[config.mk]
export PLATFORM = sky130hd
export DESIGN_NAME = gpio_port_mux
export DESIGN_NICKNAME = d
export VERILOG_FILES = /design/src/rtl/gpio_mux_pkg.sv /design/src/rtl/gpio_in_sync.sv /design/src/rtl/gpio_port_regs.sv /design/src/rtl/gpio_pad_mux.sv /design/src/rtl/gpio_port_mux.sv
export SDC_FILE = /design/constraint.sdc
export NUM_CORES = 1
export LEC_CHECK = 0
export ABC_AREA = 1
export BUFFER_PORTS_ARGS = -buffer_cell sky130_fd_sc_hd__buf_4
export CORE_AREA = 2 2 73 58
export CTS_BUF_LIST = sky130_fd_sc_hd__clkbuf_16
export DETAILED_ROUTE_END_ITERATION = 8
export DIE_AREA = 0 0 75 60
export PLACE_DENSITY_LB_ADDON = 0.2
export SYNTH_ARGS = -nofsm -noshare
export SYNTH_HDL_FRONTEND = slang
export SYNTH_SLANG_ARGS = --single-unit
[constraint.sdc]
create_clock -name clk -period 1.5 [get_ports clk]
set_clock_uncertainty 0.2 [all_clocks]
set_input_delay 0.075 -clock clk [delete_from_list [all_inputs] [get_ports clk]]
set_output_delay 0.075 -clock clk [all_outputs]
set_load 0.02 [all_outputs]
[src/rtl/gpio_mux_pkg.sv]
package gpio_mux_pkg;

    localparam int unsigned REG_W = 16;

    typedef enum logic [1:0] {
        OFS_OWNER = 2'd0,
        OFS_DIR   = 2'd1,
        OFS_DATA  = 2'd2,
        OFS_PULL  = 2'd3
    } reg_ofs_e;

    typedef struct packed {
        logic out;
        logic oe;
        logic pu;
    } pad_ctl_t;

    // Per-pin selection between register control and peripheral control
    function automatic pad_ctl_t resolve_pad(
        input logic owner,
        input logic dir,
        input logic dat,
        input logic pull,
        input logic p_out,
        input logic p_oe
    );
        pad_ctl_t r;
        r.oe  = owner ? p_oe : dir;
        r.out = owner ? p_out : dat;
        r.pu  = pull & ~r.oe;
        return r;
    endfunction

endpackage

[src/rtl/gpio_in_sync.sv]
module gpio_in_sync #(
    parameter int unsigned W = 4
) (
    input  logic         clk,
    input  logic         rst,
    input  logic [W-1:0] raw_in,
    output logic [W-1:0] sync_out
);
    logic [W-1:0] stage1_q;
    logic [W-1:0] stage2_q;

    always_ff @(posedge clk) begin
        if (rst) begin
            stage1_q <= '0;
            stage2_q <= '0;
        end else begin
            stage1_q <= raw_in;
            stage2_q <= stage1_q;
        end
    end

    assign sync_out = stage2_q;

    // the second stage only takes values the first stage held one cycle earlier
    stage_chain_chk: assert property (@(posedge clk) disable iff (rst)
        1'b1 |=> stage2_q == $past(stage1_q));
endmodule

[src/rtl/gpio_port_regs.sv]
module gpio_port_regs
    import gpio_mux_pkg::*;
#(
    parameter int unsigned NPINS  = 4,
    parameter int unsigned ADDR_W = 3
) (
    input  logic              clk,
    input  logic              rst,
    input  logic              wr,
    input  logic              rd,
    input  logic [ADDR_W-1:0] addr,
    input  logic [REG_W-1:0]  wdata,
    input  logic [NPINS-1:0]  pin_sync,
    output logic [NPINS-1:0]  owner_q,
    output logic [NPINS-1:0]  dir_q,
    output logic [NPINS-1:0]  data_q,
    output logic [NPINS-1:0]  pull_q,
    output logic [REG_W-1:0]  rdata
);
    localparam int unsigned FILL = REG_W - NPINS;
    localparam logic [ADDR_W-1:0] LAST_OFS = ADDR_W'(3);

    logic     in_range;
    reg_ofs_e ofs;
    logic [NPINS-1:0] gpio_drive;
    logic [NPINS-1:0] data_view;
    logic [REG_W-1:0] rd_mux;
    logic [REG_W-1:0] rdata_q;

    assign in_range = (addr <= LAST_OFS);
    assign ofs      = reg_ofs_e'(addr[1:0]);

    always_ff @(posedge clk) begin
        if (rst) begin
            owner_q <= '1;
            dir_q   <= '0;
            data_q  <= '0;
            pull_q  <= '1;
        end else if (wr && in_range) begin
            unique case (ofs)
                OFS_OWNER: owner_q <= wdata[NPINS-1:0];
                OFS_DIR:   dir_q   <= wdata[NPINS-1:0];
                OFS_DATA:  data_q  <= wdata[NPINS-1:0];
                OFS_PULL:  pull_q  <= wdata[NPINS-1:0];
                default:   ;
            endcase
        end
    end

    assign gpio_drive = ~owner_q & dir_q;
    assign data_view  = (gpio_drive & data_q) | (~gpio_drive & pin_sync);

    always_comb begin
        rd_mux = '0;
        if (in_range) begin
            unique case (ofs)
                OFS_OWNER: rd_mux = {{FILL{1'b1}}, owner_q};
                OFS_DIR:   rd_mux = {{FILL{1'b0}}, dir_q};
                OFS_DATA:  rd_mux = {{FILL{1'b0}}, data_view};
                OFS_PULL:  rd_mux = {{FILL{1'b1}}, pull_q};
                default:   rd_mux = '0;
            endcase
        end
    end

    always_ff @(posedge clk) begin
        if (rst) rdata_q <= '0;
        else     rdata_q <= rd ? rd_mux : '0;
    end

    assign rdata = rdata_q;


    idle_rdata_zero_chk: assert property (@(posedge clk) disable iff (rst)
        !rd |=> rdata == '0);

    owner_fill_ones_chk: assert property (@(posedge clk) disable iff (rst)
        (rd && addr == ADDR_W'(0)) |=> &rdata[REG_W-1:NPINS]);

    dir_fill_zero_chk: assert property (@(posedge clk) disable iff (rst)
        (rd && addr == ADDR_W'(1)) |=> rdata[REG_W-1:NPINS] == '0);

    oob_write_stable_chk: assert property (@(posedge clk) disable iff (rst)
        (wr && addr > LAST_OFS) |=>
            $stable(owner_q) && $stable(dir_q) && $stable(data_q) && $stable(pull_q));

    oob_read_zero_chk: assert property (@(posedge clk) disable iff (rst)
        (rd && addr > LAST_OFS) |=> rdata == '0);
endmodule

[src/rtl/gpio_pad_mux.sv]
module gpio_pad_mux
    import gpio_mux_pkg::*;
#(
    parameter int unsigned NPINS = 4
) (
    input  logic             clk,
    input  logic             rst,
    input  logic [NPINS-1:0] owner,
    input  logic [NPINS-1:0] dir,
    input  logic [NPINS-1:0] dat,
    input  logic [NPINS-1:0] pull,
    input  logic [NPINS-1:0] p_out,
    input  logic [NPINS-1:0] p_oe,
    output logic [NPINS-1:0] pad_out,
    output logic [NPINS-1:0] pad_oe,
    output logic [NPINS-1:0] pad_pu
);
    pad_ctl_t ctl [NPINS];

    for (genvar i = 0; i < NPINS; i++) begin : g_pin
        assign ctl[i]     = resolve_pad(owner[i], dir[i], dat[i], pull[i], p_out[i], p_oe[i]);
        assign pad_out[i] = ctl[i].out;
        assign pad_oe[i]  = ctl[i].oe;
        assign pad_pu[i]  = ctl[i].pu;


        gpio_input_quiet_chk: assert property (@(posedge clk) disable iff (rst)
            (!owner[i] && !dir[i]) |-> !pad_oe[i]);

        periph_ignores_dir_chk: assert property (@(posedge clk) disable iff (rst)
            owner[i] |-> (pad_oe[i] == p_oe[i]) && (pad_out[i] == p_out[i]));
    end
endmodule

[src/rtl/gpio_port_mux.sv]
module gpio_port_mux
    import gpio_mux_pkg::*;
#(
    parameter int unsigned NPINS  = 4,
    parameter int unsigned ADDR_W = 3
) (
    input  logic              clk,
    input  logic              rst,
    input  logic              bus_wr,
    input  logic              bus_rd,
    input  logic [ADDR_W-1:0] bus_addr,
    input  logic [15:0]       bus_wdata,
    output logic [15:0]       bus_rdata,
    input  logic [NPINS-1:0]  pad_in,
    input  logic [NPINS-1:0]  periph_out,
    input  logic [NPINS-1:0]  periph_oe,
    output logic [NPINS-1:0]  pad_out,
    output logic [NPINS-1:0]  pad_oe,
    output logic [NPINS-1:0]  pad_pu
);
    logic [NPINS-1:0] pin_sync;
    logic [NPINS-1:0] owner_q, dir_q, data_q, pull_q;

    gpio_in_sync #(.W(NPINS)) u_sync (
        .clk      (clk),
        .rst      (rst),
        .raw_in   (pad_in),
        .sync_out (pin_sync)
    );

    gpio_port_regs #(.NPINS(NPINS), .ADDR_W(ADDR_W)) u_regs (
        .clk      (clk),
        .rst      (rst),
        .wr       (bus_wr),
        .rd       (bus_rd),
        .addr     (bus_addr),
        .wdata    (bus_wdata),
        .pin_sync (pin_sync),
        .owner_q  (owner_q),
        .dir_q    (dir_q),
        .data_q   (data_q),
        .pull_q   (pull_q),
        .rdata    (bus_rdata)
    );

    gpio_pad_mux #(.NPINS(NPINS)) u_pads (
        .clk     (clk),
        .rst     (rst),
        .owner   (owner_q),
        .dir     (dir_q),
        .dat     (data_q),
        .pull    (pull_q),
        .p_out   (periph_out),
        .p_oe    (periph_oe),
        .pad_out (pad_out),
        .pad_oe  (pad_oe),
        .pad_pu  (pad_pu)
    );


    drive_no_pull_chk: assert property (@(posedge clk) disable iff (rst)
        (pad_oe & pad_pu) == '0);

    reset_state_chk: assert property (@(posedge clk)
        $past(rst) |-> (pad_pu == pull_q) && (&owner_q || !rst));
endmodule

==> impl_metrics.csv <==
group,metric,value,unit
finish,antenna_cells,0,
critical_path,cp.required,1520,ps
pwr,finalPower,2.06,mW
clocking,clockBufferDepth,2,
finish,drive_above_1_share,25.1,%
finish,area_growth,44.4,%
worst_hold_path,holdPathStages,4,
clocking,post_cts_buffers,0,
clocking,clock-root-buffer,"clkbuf_16",
place,post-place-cells,304,
timing,setup_viol,0,
floorplan,io_pins,63,
clocking,cts_tree,"done",
yosys,syn_avg_cell_area,6.91,um2
pwr,swShare,24.9,%
timing,tns,0,ps
routing,drc_errors,0,
floorplan,core-area,0.00383,mm2
timing,max-slew-margin-rel,75.1,%
critical_path,worst-path-stages,4,
clocking,cts_sinks,29,
critical_path,critPathMaxFanout,11,
critical_path,max_stage_delay,560,ps
finish,final_common_cell,"nand2_1",
clocking,htreeDepth,2,
critical_path,crit_family,"buffers and inverters",
routing,dr.first_iter.drc_count,90,
floorplan,die_w,75,um
timing,hold_viol_final,0,
finish,finalNetCount,310,
global_route,grt_pass1_wl,5730,um
routing,drt-vias-per-instance,4.25,
pwr,combPwrFrac,15.8,%
worst_hold_path,min-delay-start,"bus_addr[2]",
global_route,grt_overflow,0,
timing,worstMarginPinSlew,373,ps
global_route,antenna_found_initial,0,
critical_path,critPathBufInv,3,
clocking,clk_latency,270,ps
pwr,seq_power_share,39.6,%
yosys,syn_area,0.00146,mm2
floorplan,die_y,60,um
global_route,grt_max_degree,17,
status,status,"completed",
pwr,clockPowerShare,44.6,%
clocking,cts_buffers,5,
place,place_area,0.00182,mm2
pwr,p_int,1.54,mW
floorplan,dieArea,0.00450,mm2
yosys,postSynthRegisterBits,29,
place,io_buffers,50,
timing,rsz0062_at_grt,"false",
finish,final_area,0.00210,mm2
critical_path,worstReg2RegStart,"u_regs.owner_q[0]",
timing,fmax,690,MHz
critical_path,crit_top_cell,"dlygate4sd3_1",
floorplan,row_count,20,
critical_path,cp_data_arrival_time,1470,ps
timing,fin_crit,1450,ps
timing,slew_violations,0,
yosys,ys_warn_count,0,
routing,wl,3640,um
critical_path,crit_chain,"dlygate4sd3_1, buf_4, nor2_2, dlygate4sd3_1",
pwr,netSwitchingPower,513,uW
pwr,powerDensity,977,mW/mm2
yosys,syn_nets,251,
yosys,synthCells,211,
yosys,ys_seq_area_share,39.8,%
pwr,p_leak,1.12,nW
routing,final_antenna_net_count,0,
yosys,ys_types,18,
critical_path,regToRegSetupSlack,250,ps
finish,layout_common_cells,"nand2_1, buf_4, inv_1, nor2_1, dfxtp_1",
critical_path,worstSetupEndpointType,"flop",
critical_path,cp-start-kind,"input pin",
pwr,vdd_drop_max,0.486,mV
global_route,first_global_vias,1171,
place,gp_congestion,0.739,
worst_hold_path,hold_class,"input pin to flop",
floorplan,start_util,38.1,%
clocking,clkTransAtPathRegs,50,ps
critical_path,r2r-end,"u_regs.rdata[0]",
routing,vias,1386,
routing,drtPass1Iterations,4,
timing,worst_slack,51.1,ps
timing,post-route-period-util,96.6,%
worst_hold_path,whs_endpoint,"u_regs.rdata[14]",
place,pre_cts_slack,147,ps
finish,nFillCells,392,
critical_path,crit_type,"input pin to flop",
job,cap_violations,0,
critical_path,reg2reg_depth,5,
critical_path,crit_slowest_cell,"dlygate4sd3_1",
place,dp_hpwl,2440,um
global_route,track_usage,18.1,%
routing,wl_per_cell,11.2,um
finish,final_cells,326,
[cell usage after synthesis]
library cell / instances / area (um2)
nand2_1: 61 / 229
nor2_1: 33 / 124
inv_1: 31 / 116
dfxtp_1: 29 / 581
buf_4: 12 / 90.1
o21ai_0: 12 / 60.1
nand3_1: 10 / 50.1
ha_1: 5 / 62.6
a21oi_1: 4 / 20.0
o211ai_1: 4 / 30.0
inv_2: 2 / 7.51
nand4_4: 2 / 42.5
buf_2: 1 / 5.00
clkbuf_1: 1 / 3.75
nand3_4: 1 / 17.5
nand4_1: 1 / 6.26
nor2_2: 1 / 6.26
nor4_1: 1 / 6.26
[logic make-up after synthesis]
kind of cell,synth area share [%]
flops,39.8
simple gates,33.0
fa+ha+maj,4.29
compound gates,7.55
buf+inv,15.3
[worst max-delay path by stage]
stage / start / slack [ps] / to
detailed placement: bus_addr[0] / 150 / u_regs.owner_q[2]
floorplan: u_regs.owner_q[0] / 260 / pad_pu[0]
global placement: bus_addr[0] / 160 / u_regs.owner_q[2]
finish: rst / 50 / u_sync.stage1_q[2]
CTS: u_regs.owner_q[2] / 40 / pad_pu[2]
global route: rst / 20 / u_sync.stage1_q[1]
[final cells by class]
| cell class | count | area [um2] | share of cell area (%) |
|---|---|---|---|
| clock buffers | 5 | 125 | 5.95 |
| clock inverters | 3 | 11.3 | 0.535 |
| inverters | 33 | 124 | 5.89 |
| repair buffers | 66 | 531 | 25.2 |
| flip-flops and latches | 29 | 588 | 27.9 |
| multi-input cells | 135 | 657 | 31.2 |
| well taps | 55 | 68.8 | 3.27 |
[timing repair]
action                                  in CTS  in global routing
hold buffers                                14                  0
endpoints found under the setup margin       0                  6
gates resized for setup                      0                  6
endpoints found under the hold margin       25                  0
[worst min-delay path, stage by stage]
cell and delay (ps):
buf_4 80, inv_1 120, nand2_1 120, nor4_1 40
[power groups by stage]
| stage | sequential (mW) | clock, mW | combinational, mW |
|---|---|---|---|
| final | 0.815 | 0.916 | 0.325 |
| after CTS | 0.815 | 0.936 | 0.325 |
| after floorplan | 0.831 | 0 | 0.166 |
| after detailed placement | 0.830 | 0 | 0.295 |
| after global routing | 0.817 | 0.982 | 0.358 |
| after global placement | 0.829 | 0 | 0.294 |
[through the flow]
step | hold WS [ps] | util, %
floorplan | -18.0 | -
global placement | 73.3 | 47.5
finish | 10.2 | 55.0
global route | 50.7 | 55.0
detailed placement | 80.2 | 47.5
CTS | 3.62 | 54.7
[routing by layer]
| metal | global-route usage (%) | wire [um] |
|---|---|---|
| met1 | 24.8 | 1800 |
| met2 | 25.6 | 1570 |
| met3 | 6.91 | 216 |
| met4 | 6.89 | 48 |
| met5 | 0 | 0 |
[sequential cells by signal, summed over array words and instances, names as in the netlist]
signal	cells
u_regs.rdata	5
u_regs.data_q	4
u_regs.dir_q	4
u_regs.owner_q	4
u_regs.pull_q	4
u_sync.stage1_q	4
u_sync.sync_out	4
No activity file was read; power rests on OpenSTA's default activity.
